### src/rtl/psb_pkg.sv
package psb_pkg;
  typedef enum logic {
    PSB_HEAD = 1'b0,
    PSB_TAIL = 1'b1
  } psb_op_e;
endpackage

### src/rtl/psb_lane_mask.sv
module psb_lane_mask
  import psb_pkg::*;
#(
  parameter int unsigned LANES = 4,
  localparam int unsigned OFF_W = $clog2(LANES)
) (
  input  psb_op_e            op_i,
  input  logic [OFF_W-1:0]   off_i,
  output logic [LANES-1:0]   be_o,
  output logic               probe_o
);
  for (genvar j = 0; j < LANES; j++) begin : g_lane
    logic head_en, tail_en;
    assign head_en = (OFF_W'(j) >= off_i);
    assign tail_en = (OFF_W'(j) <  off_i);
    // lane 0 maps to the top enable bit
    assign be_o[LANES-1-j] = (op_i == PSB_HEAD) ? head_en : tail_en;
  end

  assign probe_o = (op_i == PSB_TAIL) && (off_i == '0);
endmodule

### src/rtl/psb_lane_data.sv
module psb_lane_data #(
  parameter int unsigned LANES = 4,
  localparam int unsigned DATA_W = LANES * 8
) (
  input  logic [DATA_W-1:0] data_i,
  input  logic [LANES-1:0]  be_i,
  output logic [DATA_W-1:0] data_o
);
  for (genvar b = 0; b < LANES; b++) begin : g_byte
    assign data_o[b*8 +: 8] = be_i[b] ? data_i[b*8 +: 8] : 8'h00;
  end
endmodule

### src/rtl/psb_beat_reg.sv
module psb_beat_reg #(
  parameter int unsigned PAYLOAD_W = 69
) (
  input  logic                 clk_i,
  input  logic                 rst_ni,
  input  logic                 in_valid_i,
  output logic                 in_ready_o,
  input  logic [PAYLOAD_W-1:0] in_payload_i,
  output logic                 out_valid_o,
  input  logic                 out_ready_i,
  output logic [PAYLOAD_W-1:0] out_payload_o
);
  logic                 valid_q;
  logic [PAYLOAD_W-1:0] payload_q;

  assign in_ready_o    = !valid_q || out_ready_i;
  assign out_valid_o   = valid_q;
  assign out_payload_o = payload_q;

  always_ff @(posedge clk_i or negedge rst_ni) begin
    if (!rst_ni) begin
      valid_q   <= 1'b0;
      payload_q <= '0;
    end else if (in_valid_i && in_ready_o) begin
      valid_q   <= 1'b1;
      payload_q <= in_payload_i;
    end else if (out_ready_i) begin
      valid_q   <= 1'b0;
    end
  end


  hold_stable_chk: assert property (@(posedge clk_i) disable iff (!rst_ni)
    (out_valid_o && !out_ready_i) |=> (out_valid_o && $stable(out_payload_o)));


  accept_to_beat_chk: assert property (@(posedge clk_i) disable iff (!rst_ni)
    (in_valid_i && in_ready_o) |=> (out_valid_o && out_payload_o == $past(in_payload_i)));
endmodule

### src/rtl/psb_store_lanes.sv
module psb_store_lanes
  import psb_pkg::*;
#(
  parameter int unsigned ADDR_W = 32,
  parameter int unsigned DATA_W = 32,
  localparam int unsigned LANES  = DATA_W / 8,
  localparam int unsigned OFF_W  = $clog2(LANES),
  localparam int unsigned PAYLOAD_W = 1 + ADDR_W + LANES + DATA_W
) (
  input  logic              clk_i,
  input  logic              rst_ni,
  input  logic              req_valid_i,
  output logic              req_ready_o,
  input  logic              req_op_i,
  input  logic [ADDR_W-1:0] req_addr_i,
  input  logic [DATA_W-1:0] req_data_i,
  output logic              wr_valid_o,
  input  logic              wr_ready_i,
  output logic [ADDR_W-1:0] wr_addr_o,
  output logic [LANES-1:0]  wr_be_o,
  output logic [DATA_W-1:0] wr_data_o,
  output logic              wr_probe_o
);
  psb_op_e           op;
  logic [OFF_W-1:0]  off;
  logic [ADDR_W-1:0] word_addr;
  logic [LANES-1:0]  be_d;
  logic              probe_d;
  logic [DATA_W-1:0] data_d;
  logic [PAYLOAD_W-1:0] payload_d, payload_q;

  assign op        = psb_op_e'(req_op_i);
  assign off       = req_addr_i[OFF_W-1:0];
  assign word_addr = {req_addr_i[ADDR_W-1:OFF_W], {OFF_W{1'b0}}};

  psb_lane_mask #(.LANES(LANES)) u_mask (
    .op_i    (op),
    .off_i   (off),
    .be_o    (be_d),
    .probe_o (probe_d)
  );

  psb_lane_data #(.LANES(LANES)) u_data (
    .data_i (req_data_i),
    .be_i   (be_d),
    .data_o (data_d)
  );

  assign payload_d = {probe_d, word_addr, be_d, data_d};

  psb_beat_reg #(.PAYLOAD_W(PAYLOAD_W)) u_beat (
    .clk_i         (clk_i),
    .rst_ni        (rst_ni),
    .in_valid_i    (req_valid_i),
    .in_ready_o    (req_ready_o),
    .in_payload_i  (payload_d),
    .out_valid_o   (wr_valid_o),
    .out_ready_i   (wr_ready_i),
    .out_payload_o (payload_q)
  );

  assign {wr_probe_o, wr_addr_o, wr_be_o, wr_data_o} = payload_q;


  probe_empty_chk: assert property (@(posedge clk_i) disable iff (!rst_ni)
    wr_valid_o |-> (wr_probe_o == (wr_be_o == '0)));


  addr_align_chk: assert property (@(posedge clk_i) disable iff (!rst_ni)
    (req_valid_i && req_ready_o) |=>
      (wr_addr_o[ADDR_W-1:OFF_W] == $past(req_addr_i[ADDR_W-1:OFF_W]) && wr_addr_o[OFF_W-1:0] == '0));


  head_full_chk: assert property (@(posedge clk_i) disable iff (!rst_ni)
    (req_valid_i && req_ready_o && !req_op_i && req_addr_i[OFF_W-1:0] == '0) |=> (wr_be_o == '1));


  idle_reset_chk: assert property (@(posedge clk_i) disable iff (!rst_ni)
    !wr_valid_o |-> req_ready_o);
endmodule

### config.mk
export PLATFORM = sky130hd
export DESIGN_NAME = psb_store_lanes
export DESIGN_NICKNAME = d
export VERILOG_FILES = /design/src/rtl/psb_pkg.sv /design/src/rtl/psb_lane_mask.sv /design/src/rtl/psb_lane_data.sv /design/src/rtl/psb_beat_reg.sv /design/src/rtl/psb_store_lanes.sv
export SDC_FILE = /design/constraint.sdc
export NUM_CORES = 1
export LEC_CHECK = 0
export ABC_AREA = 1
export ABC_CLOCK_PERIOD_IN_PS = 1350
export BUFFER_PORTS_ARGS = -buffer_cell sky130_fd_sc_hd__buf_2
export CAP_MARGIN = 20
export CORE_MARGIN = 2
export CORE_UTILIZATION = 46
export DETAILED_ROUTE_END_ITERATION = 8
export GPL_TIMING_DRIVEN = 0
export PLACE_DENSITY_LB_ADDON = 0.08
export SLEW_MARGIN = 20
export SYNTH_ARGS = -nofsm -noshare
export SYNTH_HDL_FRONTEND = slang
export SYNTH_HIERARCHICAL = 1
export SYNTH_SLANG_ARGS = --single-unit
### constraint.sdc
create_clock -name clk_i -period 1.35 [get_ports clk_i]
set_input_delay 0 -clock clk_i [delete_from_list [all_inputs] [get_ports clk_i]]
set_output_delay 0 -clock clk_i [all_outputs]
set_load 0.005 [all_outputs]
==> metrics.md, run 1 <==
| Metric | Value |
|---|---|
| Status | `finished, final reports clean` |
| Commonest non-fill, non-tap cells in the layout | `177 x nand2_1, 152 x buf_2, 70 x nand3_1, 70 x dfrtp_1, 62 x dlygate4sd3_1` |
| Simple-gate area share of the yosys netlist | `0.333` |
| DR iter-0 viols | `140` |
| Post-CTS Setup Bufs | `0` |
| First-pass GRT wire length | `13.9 mm` |
| Global route hottest layer | `met2` |
| Max Buffers Root-to-Sink | `2` |
| Total gr overflow | `0` |
| Total core area | `0.00668 mm2` |
| Max cap viols | `0` |
| RSZ-0062 raised after global routing | `no` |
| Gate Count Post-Synth | `383` |
| Die Span Y | `86.4 um` |
| Crit path DAT | `1.47 ns` |
| Slowest CP cell | `dfrtp_1` |
| Port Buf Inserts | `138` |
| Initial Utilization | `0.468` |
| Main combinational cell family by area after synthesis | `simple AND/OR/NAND/NOR gates` |
| R2r startpoint | `u_beat/out_valid_o$_DFFE_PN0P_` |
| Compound-gate portion of the synthesized area | `0` |
| Footprint of the multi-input gates | `0.00106 mm2` |
| Vias/cell | `4.65` |
| TritonCTS buffer count | `9` |
| Post-route cell area | `0.00474 mm2` |
| I/O pin count | `140` |
| # rows | `30` |
| Antenna violations before repair | `0` |
| Yosys top cell area share | `0.560` |
| DIE AREA | `0.00747 mm2` |
| Number of global-route vias before repair | `3028` |
| Clock root buffer | `clkbuf_8` |
| GRT met2 Usage | `0.393` |
| Syn-to-layout area delta | `51.6%` |
| Sequential share of the synthesized area | `0.560` |
| Beginning of the critical path | `u_beat/out_valid_o$_DFFE_PN0P_` |
| Layout cells sized above 1 | `0.300` |
| H-tree Lvls | `3` |
| Crit end category | `flip-flop` |
| Filler cell count | `559` |
| Maximum vdd drop | `683 uV` |
| Post-CTS sizing | `0` |
| Worst reg2reg path depth | `5` |
| Post-Synth XOR/XNOR Area | `0` |
| Synth top area cells | `dfrtp_1 56%, nand2_1 21%, nand3_1 11%` |
| Reg2Reg Setup Slack | `0.11 ns` |
| Yosys top cell by area | `dfrtp_1` |
| Nets | `665` |
| Number of clock sinks | `70` |
| Gpl congestion | `0.751` |
| Pins Over Slew Limit | `0` |
| Largest net degree at the start of global routing | `39` |
| Placed instance area | `0.00394 mm2` |
| Yosys reg bits | `70` |
| Reg clk slew, reported paths | `0.08 ns` |
| Post-Route Setup TNS | `0 ns` |
| Synthesized-area fraction occupied by adder cells | `0.00400` |
| GRT Total Usage | `0.235` |
| Cell variety after synth | `11` |
| Fmax | `806 MHz` |
| Worst Path Required | `1.58 ns` |
| TritonRoute pass-1 iters | `4` |
| RR Endpoint | `u_beat/out_payload_o[55]$_DFFE_PN0P_` |
| Fin. Hold Viols | `0` |
| Tcrit/Tclk final | `0.919` |
| Mean area per synthesized cell | `8.16 um2` |
| Via count | `3163` |
| Storage cell area | `0.00175 mm2` |
| Met3 usage | `0.0429` |
| Commonest non-fill, non-tap cell in the layout | `nand2_1` |
| Worst skew pair latency | `0.33 ns` |
| Wire per inst | `12.6 um` |
| CTS tree | `done` |
| PD cells | `1110 mW/mm2` |
| Critical path class | `flip-flop to flip-flop` |
| # setup viols final | `0` |
| DP Wirelength | `5.53 mm` |
| Multiplexer share of the synthesized area | `0` |
| YS warnings | `6` |
| Antenna-violating nets left | `0` |
| Total routed wirelength | `8.54 mm` |
| Critical path, cell by cell | `nand2_4 -> nand2_4 -> buf_4 -> nand2_1 -> nand2_1` |
| Clk_skew | `0.00989 ns` |
| Tmin final | `1.24 ns` |
| GR met1 Demand/Resource | `0.307` |
| DRC viols | `0` |
| Worst Hold Class | `input pin to flip-flop` |
| Mapped cell area | `0.00313 mm2` |
| Setup crit end | `u_beat/out_payload_o[55]$_DFFE_PN0P_` |
| Die Width | `86.4 um` |
| Crit path largest cell delay | `0.42 ns` |
| Leak pwr | `2.93 nW` |
| CP startpoint kind | `flip-flop` |
| Crit Path Max Fanout | `18` |
| Number of antenna cells inserted | `0` |
[final cells by class]
type                       instances  area share
sequential                        70       0.370
timing repair buffer             201       0.281
multi-input combinational        253       0.224
buffer                            25      0.0380
clock buffer                      11      0.0277
inverter                          35      0.0277
tap                               80      0.0211
clock inverter                     5      0.0106
[cell families (layout without fill, tap and decap cells)]
| logic type | Yosys count | in the layout |
|---|---|---|
| adders and majority gates | 1 | 1 |
| buffers and inverters | 61 | 277 |
| DFF | 70 | 70 |
| and+or+nand+nor | 250 | 250 |
| other | 1 | 2 |
[what timing repair did]
item | in CTS | in global routing
hold buffers | 62 | 0
endpoints found under the hold margin | 124 | 0
setup endpoints to repair | 0 | 1
[synth_stat cells]
cell type	n
dfrtp_1	70
buf_2	16
ha_1	1
inv_1	35
nand2_4	2
buf_6	8
nand3_1	70
nand2_1	177
buf_4	2
conb_1	1
nor2_1	1
[worst min-delay path by stage]
stage              startpoint                              endpoint  slack [ns]  cells past startpoint
2_1_floorplan          rst_ni   u_beat/out_payload_o[0]$_DFFE_PN0P_       -0.30                      0
3_3_place_gp    req_addr_i[2]  u_beat/out_payload_o[38]$_DFFE_PN0P_        0.23                      3
3_5_place_dp           rst_ni   u_beat/out_payload_o[3]$_DFFE_PN0P_       -0.03                      1
4_1_cts              req_op_i  u_beat/out_payload_o[32]$_DFFE_PN0P_        0.03                      4
5_1_grt              req_op_i  u_beat/out_payload_o[32]$_DFFE_PN0P_        0.05                      4
6_report       req_data_i[30]  u_beat/out_payload_o[30]$_DFFE_PN0P_        0.03                      5
[metal layers]
layer | share of wire | vias up
met3 | 0.051 | 16
met2 | 0.49 | 95
met4 | 0.017 | 0
li1 | - | 1591
met5 | 0 | -
met1 | 0.44 | 1461
[sequential cells by signal, indices dropped and copies added (netlist names)]
register and flops:
u_beat/out_valid_o 1, u_beat/out_payload_o 69
[power by group]
part,switching [mW],internal [mW]
clock network,0.764,0.843
logic,0.584,0.578
registers,0.138,2.36
total,1.49,3.78
[metrics by stage]
step	setup slack, ns	power, mW	util	cells	hold slack, ns
2_1_floorplan	0.381	3.02	-	384	-0.296
3_3_place_gp	-0.115	3.53	0.587	602	0.227
3_5_place_dp	0.226	3.56	0.590	603	-0.0252
4_1_cts	0.0475	5.31	0.710	681	0.0250
5_1_grt	0.0217	5.58	0.709	680	0.0514
6_report	0.110	5.27	0.709	680	0.0322
[critical path: cells and delay by family (launching register included)]
family,cells,cell delay [ns]
flops,1,0.42
simple gates,4,0.51
buf+inv,1,0.21
Power figures use the tool's default switching activity.
==> run 2, diff against run 1 <==
- CTS_BUF_LIST: not set -> sky130_fd_sc_hd__clkbuf_2 sky130_fd_sc_hd__clkbuf_4 sky130_fd_sc_hd__clkbuf_8
==> metrics.md, run 2 (synthesis results as in run 1) <==
| Metric | Value |
|---|---|
| Status | `finished, final reports clean` |
| # setup viols final | `0` |
| CTS tree | `done` |
| DIE AREA | `0.00747 mm2` |
| TritonRoute pass-1 iters | `4` |
| Post-CTS Setup Bufs | `0` |
| Reg clk slew, reported paths | `0.08 ns` |
| Gpl congestion | `0.751` |
| Total routed wirelength | `8.60 mm` |
| Wire length on met3 | `409 um` |
| Part of the power in registers | `0.471` |
| DR top layer | `met4` |
| Tcrit/Tclk final | `0.930` |
| H-tree Lvls | `3` |
| RR Endpoint | `u_beat/out_payload_o[55]$_DFFE_PN0P_` |
| Critical path, cell by cell | `nand2_4 -> nand2_4 -> buf_4 -> nand2_1 -> nand2_1` |
| RSZ-0062 raised after global routing | `no` |
| CP startpoint kind | `flip-flop` |
| Crit path largest cell delay | `0.42 ns` |
| Commonest non-fill, non-tap cells in the layout | `177 x nand2_1, 152 x buf_2, 70 x nand3_1, 70 x dfrtp_1, 62 x dlygate4sd3_1` |
| Reg2Reg Setup Slack | `0.09 ns` |
| Final Core Density | `0.710` |
| First-pass GRT wire length | `14.0 mm` |
| Total gr overflow | `0` |
| Wire per inst | `12.6 um` |
| Max Buffers Root-to-Sink | `2` |
| Met1 wire length | `3.78 mm` |
| Critical path class | `flip-flop to flip-flop` |
| Non-filler cells in the finished layout | `680` |
| Worst skew pair latency | `0.34 ns` |
| Clock root buffer | `clkbuf_8` |
| Antenna violations before repair | `0` |
| CP bufs+invs | `1` |
| I/O pin count | `140` |
| Syn-to-layout area delta | `51.9%` |
| Layout cells sized above 1 | `0.303` |
| Via count | `3180` |
| # rows | `30` |
| TritonCTS buffer count | `9` |
| DRC viols | `0` |
| Fmax | `796 MHz` |
| Commonest non-fill, non-tap cell in the layout | `nand2_1` |
| Max cap viols | `0` |
| Slowest CP cell | `dfrtp_1` |
| Total core area | `0.00668 mm2` |
| Pins Over Slew Limit | `0` |
| Dpl cells | `603` |
| Routed wl met2 | `4.26 mm` |
| Switching Power | `1.49 mW` |
| Internal power | `3.82 mW` |
| Antenna-violating nets left | `0` |
| Fin. Hold Viols | `0` |
| GRT Total Usage | `0.236` |
| Hold path start | `req_op_i` |
| Crit end category | `flip-flop` |
| Nets | `665` |
| Crit path DAT | `1.49 ns` |
| Maximum vdd drop | `684 uV` |
| Clock power share | `0.310` |
| Clk_skew | `0.00992 ns` |
| Tmin final | `1.26 ns` |
| DR iter-0 viols | `121` |
| Number of antenna cells inserted | `0` |
| Worst Path Required | `1.58 ns` |
| Leak pwr | `2.93 nW` |
| Comb pwr share | `0.219` |
| Worst Hold Class | `input pin to flip-flop` |
| Largest net degree at the start of global routing | `39` |
| Vias/cell | `4.68` |
| Hold endpoint | `u_beat/out_payload_o[32]$_DFFE_PN0P_` |
| Hold path cells | `4` |
| Net Sw Frac | `0.280` |
| Die Span Y | `86.4 um` |
| Worst reg2reg path depth | `5` |
| Number of clock sinks | `70` |
| DP Wirelength | `5.53 mm` |
| Post-CTS sizing | `0` |
| Crit Path Max Fanout | `18` |
| R2r startpoint | `u_beat/out_valid_o$_DFFE_PN0P_` |
| Die Width | `86.4 um` |
| Largest register FFs | `69` |
| PD cells | `1120 mW/mm2` |
| Initial Utilization | `0.468` |
| Port Buf Inserts | `138` |
| CP top delay family | `simple AND/OR/NAND/NOR gates` |
| Number of global-route vias before repair | `3028` |
-- run 2: how the worst max path moves through the flow --
stage,from,end,slack [ns],cells past startpoint
2_1_floorplan,u_beat/out_valid_o$_DFFE_PN0P_,u_beat/out_payload_o[55]$_DFFE_PN0P_,0.38,5
3_3_place_gp,rst_ni,u_beat/out_payload_o[49]$_DFFE_PN0P_,-0.11,1
3_5_place_dp,u_beat/out_valid_o$_DFFE_PN0P_,u_beat/out_payload_o[60]$_DFFE_PN0P_,0.23,5
4_1_cts,u_beat/out_valid_o$_DFFE_PN0P_,req_ready_o,0.05,3
5_1_grt,u_beat/out_valid_o$_DFFE_PN0P_,u_beat/out_payload_o[55]$_DFFE_PN0P_,0.01,5
6_report,u_beat/out_valid_o$_DFFE_PN0P_,u_beat/out_payload_o[55]$_DFFE_PN0P_,0.09,5
-- run 2: per-stage QoR --
step	power (mW)	worst slack, ns	cell area (um2)	hold slack, ns	setup TNS (ns)
after floorplan	3.02	0.381	3130	-0.296	0
after global placement	3.53	-0.115	3920	0.227	-7.75
after detailed placement	3.56	0.226	3940	-0.0252	0
after CTS	5.35	0.0469	4750	0.0254	0
after global routing	5.62	0.0108	4750	0.0501	0
final	5.31	0.0943	4750	0.0315	0
-- run 2: layout make-up --
type                       count  area [um2]
multi-input combinational    253        1060
inverter                      35         131
buffer                        25         180
tap                           80         100
clock inverter                 5        50.0
sequential                    70        1750
clock buffer                  11         139
timing repair buffer         201        1330
fill                         558        1930
-- run 2: power groups by stage --
stage	clock (mW)	sequential [mW]	combinational, mW
2_1_floorplan	0	2.57	0.458
3_3_place_gp	0	2.53	1.01
3_5_place_dp	0	2.53	1.03
4_1_cts	1.68	2.50	1.17
5_1_grt	1.78	2.53	1.31
6_report	1.64	2.50	1.16
-- run 2: what timing repair did --
item                                    CTS  global route
endpoints found under the hold margin   124             0
hold buffers                             62             0
endpoints found under the setup margin    0             1
-- run 2: routing by layer --
metal | GRT usage | vias to the layer above
li1 | - | 1592
met1 | 0.307 | 1478
met2 | 0.395 | 94
met3 | 0.0438 | 16
met4 | 0.0838 | 0
met5 | 0 | -
-- run 2: worst min-delay path, delay by kind of cell --
kind / cells / cell delay, ns
buffers and inverters: 2 / 0.19
and+or+nand+nor: 2 / 0.14
==> run 3, diff against run 2 <==
- ABC_AREA: 1 -> not set
==> metrics.md, run 3 <==
| Metric | Value |
|---|---|
| Status | `finished, final reports clean` |
| Syn-to-layout area delta | `55.6%` |
| Reg2Reg Setup Slack | `0.08 ns` |
| # setup viols final | `0` |
| Leak pwr | `2.31 nW` |
| Largest net degree at the start of global routing | `48` |
| Number of synthesized flops with an enable pin | `0` |
| Die Width | `83.3 um` |
| Worst reg2reg path depth | `4` |
| Wire per inst | `14.2 um` |
| H-tree Lvls | `3` |
| Vias/cell | `4.63` |
| Maximum vdd drop | `834 uV` |
| Worst-margin pin slew | `0.637 ns` |
| DP Worst Slack | `0.00570 ns` |
| Setup WS post-layout | `0.0778 ns` |
| Beginning of the critical path | `u_beat/out_valid_o$_DFFE_PN0P_` |
| PD cells | `1230 mW/mm2` |
| Post-synth top cells | `70 x dfrtp_1, 59 x mux2_2, 32 x and2_1, 10 x mux2_4, 5 x buf_2` |
| Fmax | `786 MHz` |
| RR Endpoint | `u_beat/out_payload_o[32]$_DFFE_PN0P_` |
| CP startpoint kind | `flip-flop` |
| Post-CTS Setup Bufs | `0` |
| Number of clock sinks | `70` |
| RSZ-0062 raised after global routing | `no` |
| Top-count cell post-synth | `dfrtp_1` |
| Main combinational cell family by area after synthesis | `multiplexers` |
| Post-Synth XOR/XNOR Area | `0.00606` |
| Synthesized-area fraction occupied by adder cells | `0.00433` |
| Prevailing post-synth register cell | `dfrtp_1` |
| DIE AREA | `0.00693 mm2` |
| Gate Count Post-Synth | `188` |
| Clock root buffer | `clkbuf_8` |
| Max cap viols | `0` |
| Relative slew margins | `0.572` |
| Multiplexer share of the synthesized area | `0.282` |
| Max Buffers Root-to-Sink | `2` |
| Total core area | `0.00599 mm2` |
| DRC viols | `0` |
| CTS tree | `done` |
| Yosys top cell area share | `0.606` |
| Worst Path Required | `1.57 ns` |
| Crit path DAT | `1.49 ns` |
| Number of global-route vias before repair | `2380` |
| Antenna violations before repair | `0` |
| Gpl congestion | `0.755` |
| TritonRoute pass-1 iters | `4` |
| Hold path start | `req_data_i[20]` |
| GRT Total Usage | `0.204` |
| Initial Utilization | `0.482` |
| Die Span Y | `83.3 um` |
| Tcrit/Tclk final | `0.942` |
| Total routed wirelength | `6.73 mm` |
| Port Buf Inserts | `139` |
| Compound-gate portion of the synthesized area | `0` |
| # rows | `28` |
| Fin. Hold Viols | `0` |
| Via count | `2200` |
| YS warnings | `6` |
| Largest register FFs | `69` |
| Clk_skew | `0.0106 ns` |
| Cell variety after synth | `15` |
| First-pass GRT wire length | `11.3 mm` |
| Sequential share of the synthesized area | `0.606` |
| Commonest non-fill, non-tap cell in the layout | `buf_2` |
| Pins Over Slew Limit | `0` |
| Yosys top cell by area | `dfrtp_1` |
| Yosys reg bits | `70` |
| Synth top area cells | `dfrtp_1 61%, mux2_2 23%, and2_1 6.9%` |
| I/O pin count | `140` |
| DR iter-0 viols | `51` |
| Nets | `465` |
| Antenna-violating nets left | `0` |
| Worst Hold Class | `input pin to flip-flop` |
| Final Core Density | `0.751` |
| Crit Path Max Fanout | `10` |
| Critical path class | `flip-flop to flip-flop` |
| DP Wirelength | `4.41 mm` |
| Fin Hold WS | `0.0126 ns` |
| Reg clk slew, reported paths | `0.07 ns` |
| Setup crit end | `u_beat/out_payload_o[32]$_DFFE_PN0P_` |
| Crit end category | `flip-flop` |
| R2r startpoint | `u_beat/out_valid_o$_DFFE_PN0P_` |
| Commonest non-fill, non-tap cells in the layout | `138 x buf_2, 70 x dfrtp_1, 59 x mux2_2, 56 x dlygate4sd3_1, 32 x and2_1` |
| Mapped cell area | `0.00289 mm2` |
| Mean area per synthesized cell | `15.4 um2` |
| Worst skew pair latency | `0.34 ns` |
| Layout cells sized above 1 | `0.583` |
| Ys async rst share | `1.00` |
| Simple-gate area share of the yosys netlist | `0.0827` |
| Total gr overflow | `0` |
| Tmin final | `1.27 ns` |
| TritonCTS buffer count | `9` |
| Number of antenna cells inserted | `0` |
==> run 3: cells by family after synthesis <==
logic type / count (synthesis)
simple gates: 37
fa+ha+maj: 1
buf+inv: 8
xor+xnor: 2
flops: 70
other cells: 1
mux: 69
==> run 3: through the flow <==
| step | instances | TNS [ns] | total power [mW] | cell area [um2] |
|---|---|---|---|---|
| 2_1_floorplan | 189 | 0 | 3.07 | 2890 |
| 3_3_place_gp | 403 | -8.05 | 3.57 | 3680 |
| 3_5_place_dp | 404 | 0 | 3.61 | 3710 |
| 4_1_cts | 475 | 0 | 5.55 | 4480 |
| 5_1_grt | 475 | 0 | 5.82 | 4500 |
| 6_report | 475 | 0 | 5.51 | 4500 |
==> run 3: repair_timing <==
action	CTS	global route
endpoints found under the setup margin	1	44
endpoints found under the hold margin	124	0
hold buffers	56	0
gates resized for setup	0	6
==> run 3: how the worst min path moves through the flow <==
stage	depth (start not counted)	to
after floorplan	0	u_beat/out_payload_o[0]$_DFFE_PN0P_
after global placement	2	u_beat/out_payload_o[43]$_DFFE_PN0P_
after detailed placement	1	u_beat/out_payload_o[56]$_DFFE_PN0P_
after CTS	3	u_beat/out_payload_o[3]$_DFFE_PN0P_
after global routing	3	u_beat/out_payload_o[10]$_DFFE_PN0P_
final	3	u_beat/out_payload_o[20]$_DFFE_PN0P_
==> run 3: metal layers <==
layer  track usage  share of wire  up-vias
met2         0.340           0.50       89
met4        0.0864          0.019        0
met5             0              0        -
met1         0.242           0.41     1049
met3        0.0676          0.074       14
li1              -              -     1048
==> run 3: area by class of cell <==
type	count	area [um2]
clock buffers	13	179
fillers	414	1490
flip-flops and latches	70	1750
plain buffers	6	52.6
multi-input cells	111	1090
well taps	75	93.8
clock inverters	3	40.0
inverters	1	3.75
repair buffers	196	1290
==> run 3: critical path, cell delays in order, from the launching register on <==
cell	delay, ns
dfrtp_1	0.38
nand2b_4	0.08
nand2_4	0.11
clkbuf_4	0.23
mux2_2	0.35
==> run 3: power breakdown <==
group,leakage (nW),internal (mW),total [mW],switching [mW]
clock network,0.115,1.05,1.81,0.760
registers,0.858,2.40,2.54,0.144
logic,1.34,0.725,1.16,0.431
